**src/rtl/romDecodePkg.sv**
```systemverilog
package romDecodePkg;

  // Control -> datapath strobes for one clock
  typedef struct packed {
    logic startRd;   // open a ROM read cycle
    logic startWr;   // open a ROM write cycle
    logic dropAll;   // close the open cycle
    logic claimNow;  // pulse the claim flag
  } romStrobes_t;

  typedef enum logic {
    ST_IDLE = 1'b0,
    ST_OPEN = 1'b1
  } romState_t;

endpackage

```
**src/rtl/romWindowMatch.sv**
```systemverilog
module romWindowMatch #(
  parameter int addrW = 32,
  parameter logic [addrW-1:0] endAddr = '1,
  parameter int narrowLog = 16,
  parameter int wideLog = 17
) (
  input  logic [addrW-1:0] addr,
  input  logic             wide,
  output logic             hit
);
  // The window ends at endAddr and is 2**log bytes, so an upper-bit compare is enough
  localparam int narrowTagW = addrW - narrowLog;
  localparam int wideTagW   = addrW - wideLog;

  logic narrowHit, wideHit;

  assign narrowHit = (addr[addrW-1:narrowLog] == endAddr[addrW-1:narrowLog]);
  assign wideHit   = (addr[addrW-1:wideLog]   == endAddr[addrW-1:wideLog]);
  assign hit       = wide ? wideHit : narrowHit;

  logic unusedTags;
  assign unusedTags = ^{narrowTagW[0], wideTagW[0]};
endmodule

```
**src/rtl/romDecodeDatapath.sv**
```systemverilog
module romDecodeDatapath
  import romDecodePkg::*;
#(
  parameter int addrW = 32,
  parameter logic [addrW-1:0] lowEnd = 32'h000F_FFFF,
  parameter logic [addrW-1:0] highEnd = 32'hFFFF_FFFF,
  parameter int lowNarrowLog = 16,
  parameter int lowWideLog = 17,
  parameter int highNarrowLog = 18,
  parameter int highWideLog = 24
) (
  input  logic             clk,
  input  logic             rstN,
  input  logic [addrW-1:0] cycAddr,
  input  logic             cfgBigWindow,
  input  logic             strapWide16,
  input  logic             cfgWidthOvrEn,
  input  logic             cfgWidthOvr16,
  input  romStrobes_t      strobes,
  output logic             romHit,
  output logic             claim,
  output logic             romCsN,
  output logic             memRdN,
  output logic             memWrN,
  output logic             wrN,
  output logic             width16
);
  localparam int numWin = 2;
  localparam logic [addrW-1:0] winEnd [numWin] = '{lowEnd, highEnd};
  localparam int winNarrow [numWin] = '{lowNarrowLog, highNarrowLog};
  localparam int winWide   [numWin] = '{lowWideLog, highWideLog};

  logic [numWin-1:0] winHit;

  for (genvar w = 0; w < numWin; w++) begin : gWin
    romWindowMatch #(
      .addrW(addrW),
      .endAddr(winEnd[w]),
      .narrowLog(winNarrow[w]),
      .wideLog(winWide[w])
    ) uMatch (
      .addr(cycAddr),
      .wide(cfgBigWindow),
      .hit(winHit[w])
    );
  end

  assign romHit = |winHit;

  // Strobe registers
  always_ff @(posedge clk) begin
    if (!rstN) begin
      claim  <= 1'b0;
      romCsN <= 1'b1;
      memRdN <= 1'b1;
      memWrN <= 1'b1;
      wrN    <= 1'b1;
    end else begin
      claim <= strobes.claimNow;
      if (strobes.dropAll) begin
        romCsN <= 1'b1;
        memRdN <= 1'b1;
        memWrN <= 1'b1;
        wrN    <= 1'b1;
      end else if (strobes.startRd) begin
        romCsN <= 1'b0;
        memRdN <= 1'b0;
      end else if (strobes.startWr) begin
        romCsN <= 1'b0;
        memWrN <= 1'b0;
        wrN    <= 1'b0;
      end
    end
  end

  // Width: strap taken on the first edge out of reset, then optionally overridden
  logic strapSeen, strapHeld;

  always_ff @(posedge clk) begin
    if (!rstN) begin
      strapSeen <= 1'b0;
      strapHeld <= 1'b0;
      width16   <= 1'b0;
    end else begin
      if (!strapSeen) begin
        strapSeen <= 1'b1;
        strapHeld <= strapWide16;
      end
      if (cfgWidthOvrEn)
        width16 <= cfgWidthOvr16;
      else if (strapSeen)
        width16 <= strapHeld;
      else
        width16 <= strapWide16;
    end
  end
endmodule

```
**src/rtl/romDecodeControl.sv**
```systemverilog
module romDecodeControl
  import romDecodePkg::*;
(
  input  logic        clk,
  input  logic        rstN,
  input  logic        cycValid,
  input  logic        cycWrite,
  input  logic        romHit,
  input  logic        cfgFlashWrEn,
  input  logic        busDone,
  output romStrobes_t strobes
);
  romState_t state, stateNext;

  always_comb begin
    stateNext = state;
    strobes   = '0;
    unique case (state)
      ST_IDLE: begin
        if (cycValid && romHit) begin
          if (!cycWrite) begin
            strobes.startRd  = 1'b1;
            strobes.claimNow = 1'b1;
            stateNext        = ST_OPEN;
          end else if (cfgFlashWrEn) begin
            strobes.startWr  = 1'b1;
            strobes.claimNow = 1'b1;
            stateNext        = ST_OPEN;
          end
        end
      end
      ST_OPEN: begin
        if (busDone) begin
          strobes.dropAll = 1'b1;
          stateNext       = ST_IDLE;
        end
      end
      default: stateNext = ST_IDLE;
    endcase
  end

  always_ff @(posedge clk) begin
    if (!rstN) state <= ST_IDLE;
    else       state <= stateNext;
  end
endmodule

```
**src/rtl/romRegionDecoder.sv**
```systemverilog
module romRegionDecoder
  import romDecodePkg::*;
#(
  parameter int addrW = 32,
  parameter logic [addrW-1:0] lowEnd = 32'h000F_FFFF,
  parameter logic [addrW-1:0] highEnd = 32'hFFFF_FFFF,
  parameter int lowNarrowLog = 16,
  parameter int lowWideLog = 17,
  parameter int highNarrowLog = 18,
  parameter int highWideLog = 24
) (
  input  logic             clk,
  input  logic             rstN,
  input  logic             cycValid,
  input  logic [addrW-1:0] cycAddr,
  input  logic             cycWrite,
  input  logic             strapWide16,
  input  logic             cfgBigWindow,
  input  logic             cfgWidthOvrEn,
  input  logic             cfgWidthOvr16,
  input  logic             cfgFlashWrEn,
  input  logic             busDone,
  output logic             claim,
  output logic             romCsN,
  output logic             memRdN,
  output logic             memWrN,
  output logic             wrN,
  output logic             width16
);
  romStrobes_t strobes;
  logic        romHit;

  romDecodeControl uCtrl (
    .clk(clk),
    .rstN(rstN),
    .cycValid(cycValid),
    .cycWrite(cycWrite),
    .romHit(romHit),
    .cfgFlashWrEn(cfgFlashWrEn),
    .busDone(busDone),
    .strobes(strobes)
  );

  romDecodeDatapath #(
    .addrW(addrW),
    .lowEnd(lowEnd),
    .highEnd(highEnd),
    .lowNarrowLog(lowNarrowLog),
    .lowWideLog(lowWideLog),
    .highNarrowLog(highNarrowLog),
    .highWideLog(highWideLog)
  ) uData (
    .clk(clk),
    .rstN(rstN),
    .cycAddr(cycAddr),
    .cfgBigWindow(cfgBigWindow),
    .strapWide16(strapWide16),
    .cfgWidthOvrEn(cfgWidthOvrEn),
    .cfgWidthOvr16(cfgWidthOvr16),
    .strobes(strobes),
    .romHit(romHit),
    .claim(claim),
    .romCsN(romCsN),
    .memRdN(memRdN),
    .memWrN(memWrN),
    .wrN(wrN),
    .width16(width16)
  );
endmodule

```
**config.mk**
```make
export PLATFORM = sky130hd
export DESIGN_NAME = romRegionDecoder
export DESIGN_NICKNAME = d
export VERILOG_FILES = /design/src/rtl/romDecodePkg.sv /design/src/rtl/romWindowMatch.sv /design/src/rtl/romDecodeDatapath.sv /design/src/rtl/romDecodeControl.sv /design/src/rtl/romRegionDecoder.sv
export SDC_FILE = /design/constraint.sdc
export NUM_CORES = 1
export LEC_CHECK = 0
export ABC_AREA = 0
export BUFFER_PORTS_ARGS = -buffer_cell sky130_fd_sc_hd__buf_2
export CAP_MARGIN = 40
export CORE_MARGIN = 8
export CORE_UTILIZATION = 30
export DETAILED_ROUTE_END_ITERATION = 12
export PLACE_DENSITY_LB_ADDON = 0.05
export SLEW_MARGIN = 0
export SYNTH_ARGS = -nofsm -noshare
export SYNTH_HDL_FRONTEND = slang
export SYNTH_HIERARCHICAL = 1
export SYNTH_SLANG_ARGS = --single-unit
```
**constraint.sdc**
```tcl
create_clock -name clk -period 3.1 [get_ports clk]
set_input_delay 0.465 -clock clk [delete_from_list [all_inputs] [get_ports clk]]
set_output_delay 0.465 -clock clk [all_outputs]
set_load 0.005 [all_outputs]
```
# After elaboration in Yosys (flattened, before gate mapping)

Index checks and enable logic that the tools add are counted.

Muxes and demuxes: 18
Eq/ne operators: 4
Reductions and logical operators: 6
Bitwise gates (word level): 3

Operator list:

| operator                                       | number |
|---|---|
| == test 16 x 4 -> 1 bit, second input constant | 1 |
| == test 15 x 3 -> 1 bit, second input constant | 1 |
| 2-to-1 mux 1 bit                               | 15 |
| == test 14 bit, second input constant          | 1 |
| == test 8 bit, second input constant           | 1 |
| OR reduction 2 bit                             | 3 |
| 2-to-1 mux 2 bit                               | 2 |
| NOT 1 bit                                      | 3 |
| one-hot mux 1 bit (2 select lines)             | 1 |
| AND reduction 2 bit                            | 1 |
| nonzero test 2 bit                             | 1 |
| logical AND 1 bit                              | 1 |

Bits in registers: 8
Output and inout bits: 6
Word-level logic and storage cells: 39
Bits of input ports: 42

# Logic depth before layout (Yosys ltp)

Gate-level depths: netlist of run 1.

Depth after elaboration: 8
Gate-level depth with buffers: 8
Mapped depth without buffers: 8

# By module

The synthesis of run 1 kept the hierarchy.

Modules (own cells, without submodules):

| module                                | times used | area an instance (um2) | cells an instance | seq. area each (um2) |
|---|---|---|---|---|
| romDecodeDatapath                     | 1          | 240.2                  | 22                | 140.1 |
| romDecodeControl                      | 1          | 93.8                   | 11                | 20.0 |
| romWindowMatch (uData.gWin[0].uMatch) | 1          | 62.6                   | 6                 | 0.0 |
| romWindowMatch (uData.gWin[1].uMatch) | 1          | 37.5                   | 5                 | 0.0 |

# Worst setup path after synthesis of run 1

OpenSTA, ideal clock, no wires.

Kind: input to register
Start point: input cycAddr[23]
End point: register uData.wrN
Required time: 2.974 ns
Buffers on the path: 0
Cell stages on the path: 8
Data arrival time: 1.503 ns
Path slack: 1.472 ns
Library setup time: 0.126 ns
Path through: nor4b_2 -> o2111ai_1 -> nor3_2 -> or2_2 -> nand3b_4 -> nor2_1 -> nor2b_1 -> o21ai_0

RTL lines:

| what                 | RTL line                | text |
|---|---|---|
| from (decl)          | romRegionDecoder.sv:15  | `input logic [addrW-1:0] cycAddr,` |
| to (signal assigned) | romDecodeDatapath.sv:57 | `wrN <= 1'b1;` |
| to (signal assigned) | romDecodeDatapath.sv:64 | `wrN <= 1'b1;` |
| to (signal assigned) | romDecodeDatapath.sv:71 | `wrN <= 1'b0;` |
| to (decl)            | romDecodeDatapath.sv:25 | `output logic wrN,` |

==> impl_results.md, run 1 <==
* Outcome: completed
* Via-to-Cell Ratio at ~4.6
* Slowest stage cell, crit path: nor4b_2
* I/O Buffers at 31
* Hold/Removal Path Class: in -> reg
* Crit-path max FO at 4
* Crit path launch type: input port
* Antenna Cells at 0
* Share of cells above drive strength 1 at about three fifths
* Row Count at 13
* DRT iter0 DRCs at 4
* Clock-pin slew on the worst setup and hold paths at around 0.05 ns
* CTS sink cnt at 8
* Vias in the first global route at 450
* Cell area after synthesis at between 400 and 500 sq um
* Max-slew headroom at 86.3%
* I/O pin count at 48
* Skew-Pair Late Insertion Delay at 0.25 ns
* Die width at about 54 um
* Setup WS post-layout at about 1.5 ns
* Reg2reg path depth at 4
* Critical path launch point: cycAddr[23]
* Fill cells at 138
* Initial Utilization at between 30% and 40%
* Final clock skew at 0.00609 ns
* First-pass GRT wire length at 1.75 mm
* Yosys reg bits at 8
* Actual slew at the worst max-slew pin at about 0.20 ns
* Syn Nets at 86
* DRC viols at 0
* Overflow after GRT at 0
* Hold Vio Cnt, Final at 0
* Largest net degree at the start of global routing at 8
* Post-Syn Instances at 44
* Seq/Total Area, Yosys at 36.9%
* Design Area, Final at just over 600 sq um
* Post-route setup TNS at 0 ns
* Top cell type by total area after synthesis: dfxtp_1
* Detailed placement HPWL at a little under 1 mm
* CTS tree: yes
* Critical path required time at approximately 3.2 ns
* CP Capture Type: flip-flop
* Cell Int Power at between 150 and 200 uW
* Clock power frac at between 30% and 40%
* Post-CTS Setup Inserts at 0
* Hold Crit Depth at 1
* Post-CTS resize count at 0
* Hold Buf Count CTS at 0
* Clock tree buffer depth at 2
* Maximum Capacitance Violations at 0
* Routability congestion estimate at between 0.7 and 0.8
* Arrival @ worst endpoint at around 1.8 ns
* Yosys warns at 6
* Leak at about 0.00033 uW
* Most frequent cells in the layout: buf_2 (31), dfxtp_1 (8)
* Worst vdd ir at between 0.15 and 0.2 mV
* Setup slack at placement at between 1 and 1.5 ns
* Flop-to-flop setup slack at about 2.2 ns
* Initial DRT Pass Iterations at 2
* Max-slew violations at 0
* Layout Nets at 121
* Syn Area/Cell at between 9 and 10 sq um
* Fin crit share at 52.5%
* P per Cell Area at 343 nW/um^2
* Sw Ratio at about 22%
* Antenna violations before repair at 0
* Sequential share of power at between 40 and 50%
* Critical path's top delay family: simple AND/OR/NAND/NOR gates
* CP Cell Sequence: buf_2, nor4b_2, o2111ai_1, nor3_2, or2_2, nand3b_4, nor2_1, nand2b_1, o21ai_0
* Placed Area at between 600 and 700 sq um
* RR Startpoint: uCtrl/state$_SDFF_PN0_
* Synthesis-to-finish area growth at 43.5%
* Synth area leaders: dfxtp_1 (37%), nor4_2 (5.8%), nand3b_4 (4.6%)
* CP Class: in -> reg
* Commonest non-fill, non-tap cell in the layout: buf_2
* Share of the synthesized area in the top cell type at between 30% and 40%
* Core region area at ~1300 sq um
* Gate power share at between 15 and 20%
* GR Util All Layers at around 8%
* Cts bufs inserted at 3
* WL per Instance at between 10 and 15 um
* Max stage delay on crit path at approximately 0.27 ns
* Antenna-violating nets left at 0
* Synth cell types at 24
* Vias at between 400 and 500
* Buf/Inv on CP at 1
* Die H at 54.0 um
* Final wirelength at 1.10 mm
* Peak Freq at roughly 0.61 GHz
* CP Depth at 9
* Final setup violation count at 0
* RSZ-0062 raised after global routing: no
* Root buf cell: clkbuf_4
* Psw at ~46 uW
* Die ar. at ~2900 sq um
* Hold_sp: rstN
* Tmin final at around 1.6 ns
* H-Tree Level Count at 1
[cell usage after synthesis]
cell and number:
dfxtp_1 8, inv_1 3, nor2_1 3, o21ai_0 3
and2_2 2, nand2_1 2, nand2b_1 2, nand4_1 2
nor2b_1 2, nor3_2 2, nor4_2 2, a31oi_1 1
and2_1 1, and2b_1 1, and4_1 1, buf_4 1
mux2_4 1, nand3b_1 1, nand3b_4 1, nor4b_2 1
o2111ai_1 1, o211a_1 1, o31ai_2 1, or2_2 1
[metal layers]
layer	track usage, %	up-vias	share of wire, %	wire, um
li1	-	226	-	-
met1	7.37	183	36	396
met2	14.3	15	52	570
met3	4.13	2	11	125
met4	3.69	0	0.73	8
met5	0	-	0	0
[power groups by stage]
stage                     Clock, uW  Sequential [uW]  Combinational [uW]
after detailed placement          0              108                32.5
after floorplan                   0              108                9.46
after CTS                      82.6              106                32.7
after global placement            0              108                32.6
final                          75.2              106                32.4
after global routing           91.4              106                35.9
[final cells by class]
class	instances	area, sq um	area share [%]
multi-input cells	32	255	41.0
flip-flops and latches	8	160	25.7
repair buffers	31	155	24.9
clock buffers	3	22.5	3.61
well taps	15	18.8	3.01
inverters	3	11.3	1.81
[state kept, by name, indices dropped and copies added (netlist names)]
| register | cells |
|---|---|
| uData/claim | 1 |
| uData/wrN | 1 |
| uData/romCsN | 1 |
| uData/strapSeen | 1 |
| uCtrl/state | 1 |
| uData/memRdN | 1 |
| uData/width16 | 1 |
| uData/strapHeld | 1 |
[metrics by stage]
stage               cells  power, uW  hold slack, ns  utilization (%)
finish                 92        214           0.399             46.7
global route           92        233           0.382             46.7
CTS                    92        221           0.388             46.7
detailed placement     89        141           0.458             45.0
global placement       89        141           0.465             45.0
floorplan              44        118           0.461                -
[logic make-up after synthesis]
group           Yosys count  share of synthesized area (%)
buf+inv                   4                           4.32
compound gates            7                           12.1
simple gates             24                           43.2
flops                     8                           36.9
mux                       1                           3.46
[final timing paths]
path / end
worst max-delay path: uData/romCsN$_SDFFE_PP1P_
worst max register to register: uData/romCsN$_SDFFE_PP1P_
worst min register to register: uData/memRdN$_SDFFE_PP1P_
worst min-delay path: uData/strapSeen$_DFF_P_
No activity file was read; power rests on OpenSTA's default activity.
==> run 2: changes to the inputs <==
ABC_AREA = 1   (was 0)
clock period = 1.6 ns   (was 3.1 ns; I/O delays follow)
==> impl_results.md, run 2 <==
* Outcome: completed
* Antenna Cells at 0
* Die H at between 50 and 60 um
* Gate power share at approximately 15%
* Initial DRT Pass Iterations at 4
* CP Capture Type: flip-flop
* RSZ-0062 raised after global routing: no
* Count leader, synth: nand2_1
* Initial Utilization at 31.3%
* Root buf cell: clkbuf_4
* Syn Nets at 120
* Post-Syn Instances at 78
* Vias at between 500 and 600
* Cell area after synthesis at approximately 470 sq um
* Overflow after GRT at 0
* CP Cell Sequence: buf_2, and3_1, nand2_1, nor2_2, or2_2, nand3_1, nor2_1, o21ai_0, nand2_1
* Leak at 0.000392 uW
* Via-to-Cell Ratio at around 4.0
* Yosys reg bits at 8
* Max stage delay on crit path at 0.28 ns
* P per Cell Area at 642 nW/um^2
* DRC viols at 0
* CTS sink cnt at 8
* Die width at approximately 55 um
* Commonest non-fill, non-tap cell in the layout: buf_2
* Crit path launch type: input port
* I/O pin count at 48
* Largest net degree at the start of global routing at 5
* Layout Nets at roughly 160
* Actual slew at the worst max-slew pin at roughly 0.21 ns
* Top cells by count, synth: nand2_1 (24), inv_1 (17), nor2_1 (12)
* Clock power frac at about 36%
* Post-CTS Setup Inserts at 0
* Clock tree buffer depth at 2
* Synthesis-to-finish area growth at 40.9%
* I/O Buffers at 31
* CTS tree: yes
* Maximum Capacitance Violations at 0
* Most frequent cells in the layout: buf_2 (31), nand2_1 (24), inv_1 (17)
* Critical path's top delay family: simple AND/OR/NAND/NOR gates
* CP Class: in -> reg
* Placed Area at between 600 and 700 sq um
* Detailed placement HPWL at just over 1 mm
* Final clock skew at roughly 0.0025 ns
* Skew-Pair Late Insertion Delay at around 0.25 ns
* Fraction of registers with async set/reset at 0%
* Final wirelength at 1.14 mm
* Sw Ratio at between 20% and 30%
* Final setup violation count at 0
* Critical path required time at 1.74 ns
* Tmin final at 1.13 ns
* Arrival @ worst endpoint at between 1 and 1.5 ns
* Buf/Inv on CP at 1
* Share of cells above drive strength 1 at a little under two fifths
* Crit-path max FO at 2
* Flop-to-flop setup slack at between 0.6 and 0.7 ns
* Peak Freq at approximately 0.88 GHz
* Post-CTS resize count at 0
* DRT iter0 DRCs at 6
* Fin crit share at approximately 70%
* Cts bufs inserted at 3
* GR Util All Layers at under 10%
* Die ar. at roughly 3100 sq um
* Final core occ at between 40% and 50%
* WL per Instance at roughly 9 um
* First-pass GRT wire length at 2.01 mm
* Post-synth EDFFs at 0
* Yosys warns at 6
* H-Tree Level Count at 1
* Max-slew violations at 0
* Sequential share of power at ~50%
* Core region area at about 1500 sq um
* Synth area leaders: dfxtp_1 (34%), nand2_1 (19%), inv_1 (14%)
* Vias in the first global route at roughly 530
* Row Count at 14
* Worst vdd ir at around 0.36 mV
* Post-route setup TNS at 0 ns
* Cell Int Power at about 320 uW
* Design Area, Final at about 660 sq um
* Seq/Total Area, Yosys at between 30% and 40%
* Hold Buf Count CTS at 0
* Max-slew headroom at 86.2%
* Antenna violations before repair at 0
* Hold Vio Cnt, Final at 0
* Hold/Removal Path Class: in -> reg
* Top cell by count, worst path: nand2_1
* Synth cell types at 15
* Slowest stage cell, crit path: or2_2
* Clock-pin slew on the worst setup and hold paths at 0.05 ns
* Syn Area/Cell at 5.97 sq um
* Top cell type by total area after synthesis: dfxtp_1
* Routability congestion estimate at 0.702
* Main synth FF type: dfxtp_1
* Psw at between 90 and 100 uW
* Antenna-violating nets left at 0
* Share of the synthesized area in the top cell type at about a third
run 2: cell count changes after synthesis, moves of 3 or more:
cell     change
inv_1       +14
a21oi_2      +3
nor2_1       +9
nand2_1     +22
nand3_1      +4
run 2: final timing paths:
kind                                           startpoint                         to  cells past startpoint
worst max-delay path                          cycAddr[19]     uData/wrN$_SDFFE_PP1P_                      9
worst min-delay path                                 rstN    uData/strapSeen$_DFF_P_                      1
worst max register to register     uCtrl/state$_SDFF_PN0_     uData/wrN$_SDFFE_PP1P_                      6
worst min register to register  uData/memRdN$_SDFFE_PP1P_  uData/memRdN$_SDFFE_PP1P_                      2
run 2: cells by family (layout without fill, tap and decap cells):
family                 Yosys count  count (layout)  share of synthesized area, %
AND/OR/NAND/NOR                 45              45                          40.1
buffers and inverters           19              52                          16.1
flip-flops                       8               8                          34.4
AO/OA/AOI/OAI                    6               6                          9.41
run 2: metrics by stage:
step	instances	setup slack, ns	power [uW]	hold slack, ns
finish	127	0.468	421	0.143
global route	127	0.307	454	0.140
CTS	127	0.467	429	0.138
detailed placement	124	0.199	275	0.401
global placement	124	0.214	274	0.400
floorplan	78	0.377	233	0.268
run 2: area by class of cell:
type / count / area (sq um)
Timing Repair Buffer: 31 / 155
Multi-Input combinational cell: 51 / 230
Fill cell: 181 / 833
Clock buffer: 3 / 22.5
Inverter: 18 / 67.6
Tap cell: 16 / 20.0
Sequential cell: 8 / 160
run 2: per-layer routing:
metal / GRT usage [%] / part of all wire, % / vias up
li1: - / - / 293
met1: 7.52 / 46 / 191
met2: 12.8 / 45 / 16
met3: 5.25 / 7.9 / 2
met4: 3.17 / 0.79 / 0
met5: 0 / 0 / -
run 2: power groups by stage:
stage | Clock, uW | Combinational [uW] | Sequential, uW
finish | 151 | 64.7 | 205
global route | 174 | 74.9 | 206
CTS | 158 | 65.5 | 205
detailed placement | 0 | 65.4 | 209
global placement | 0 | 64.2 | 209
floorplan | 0 | 23.7 | 210
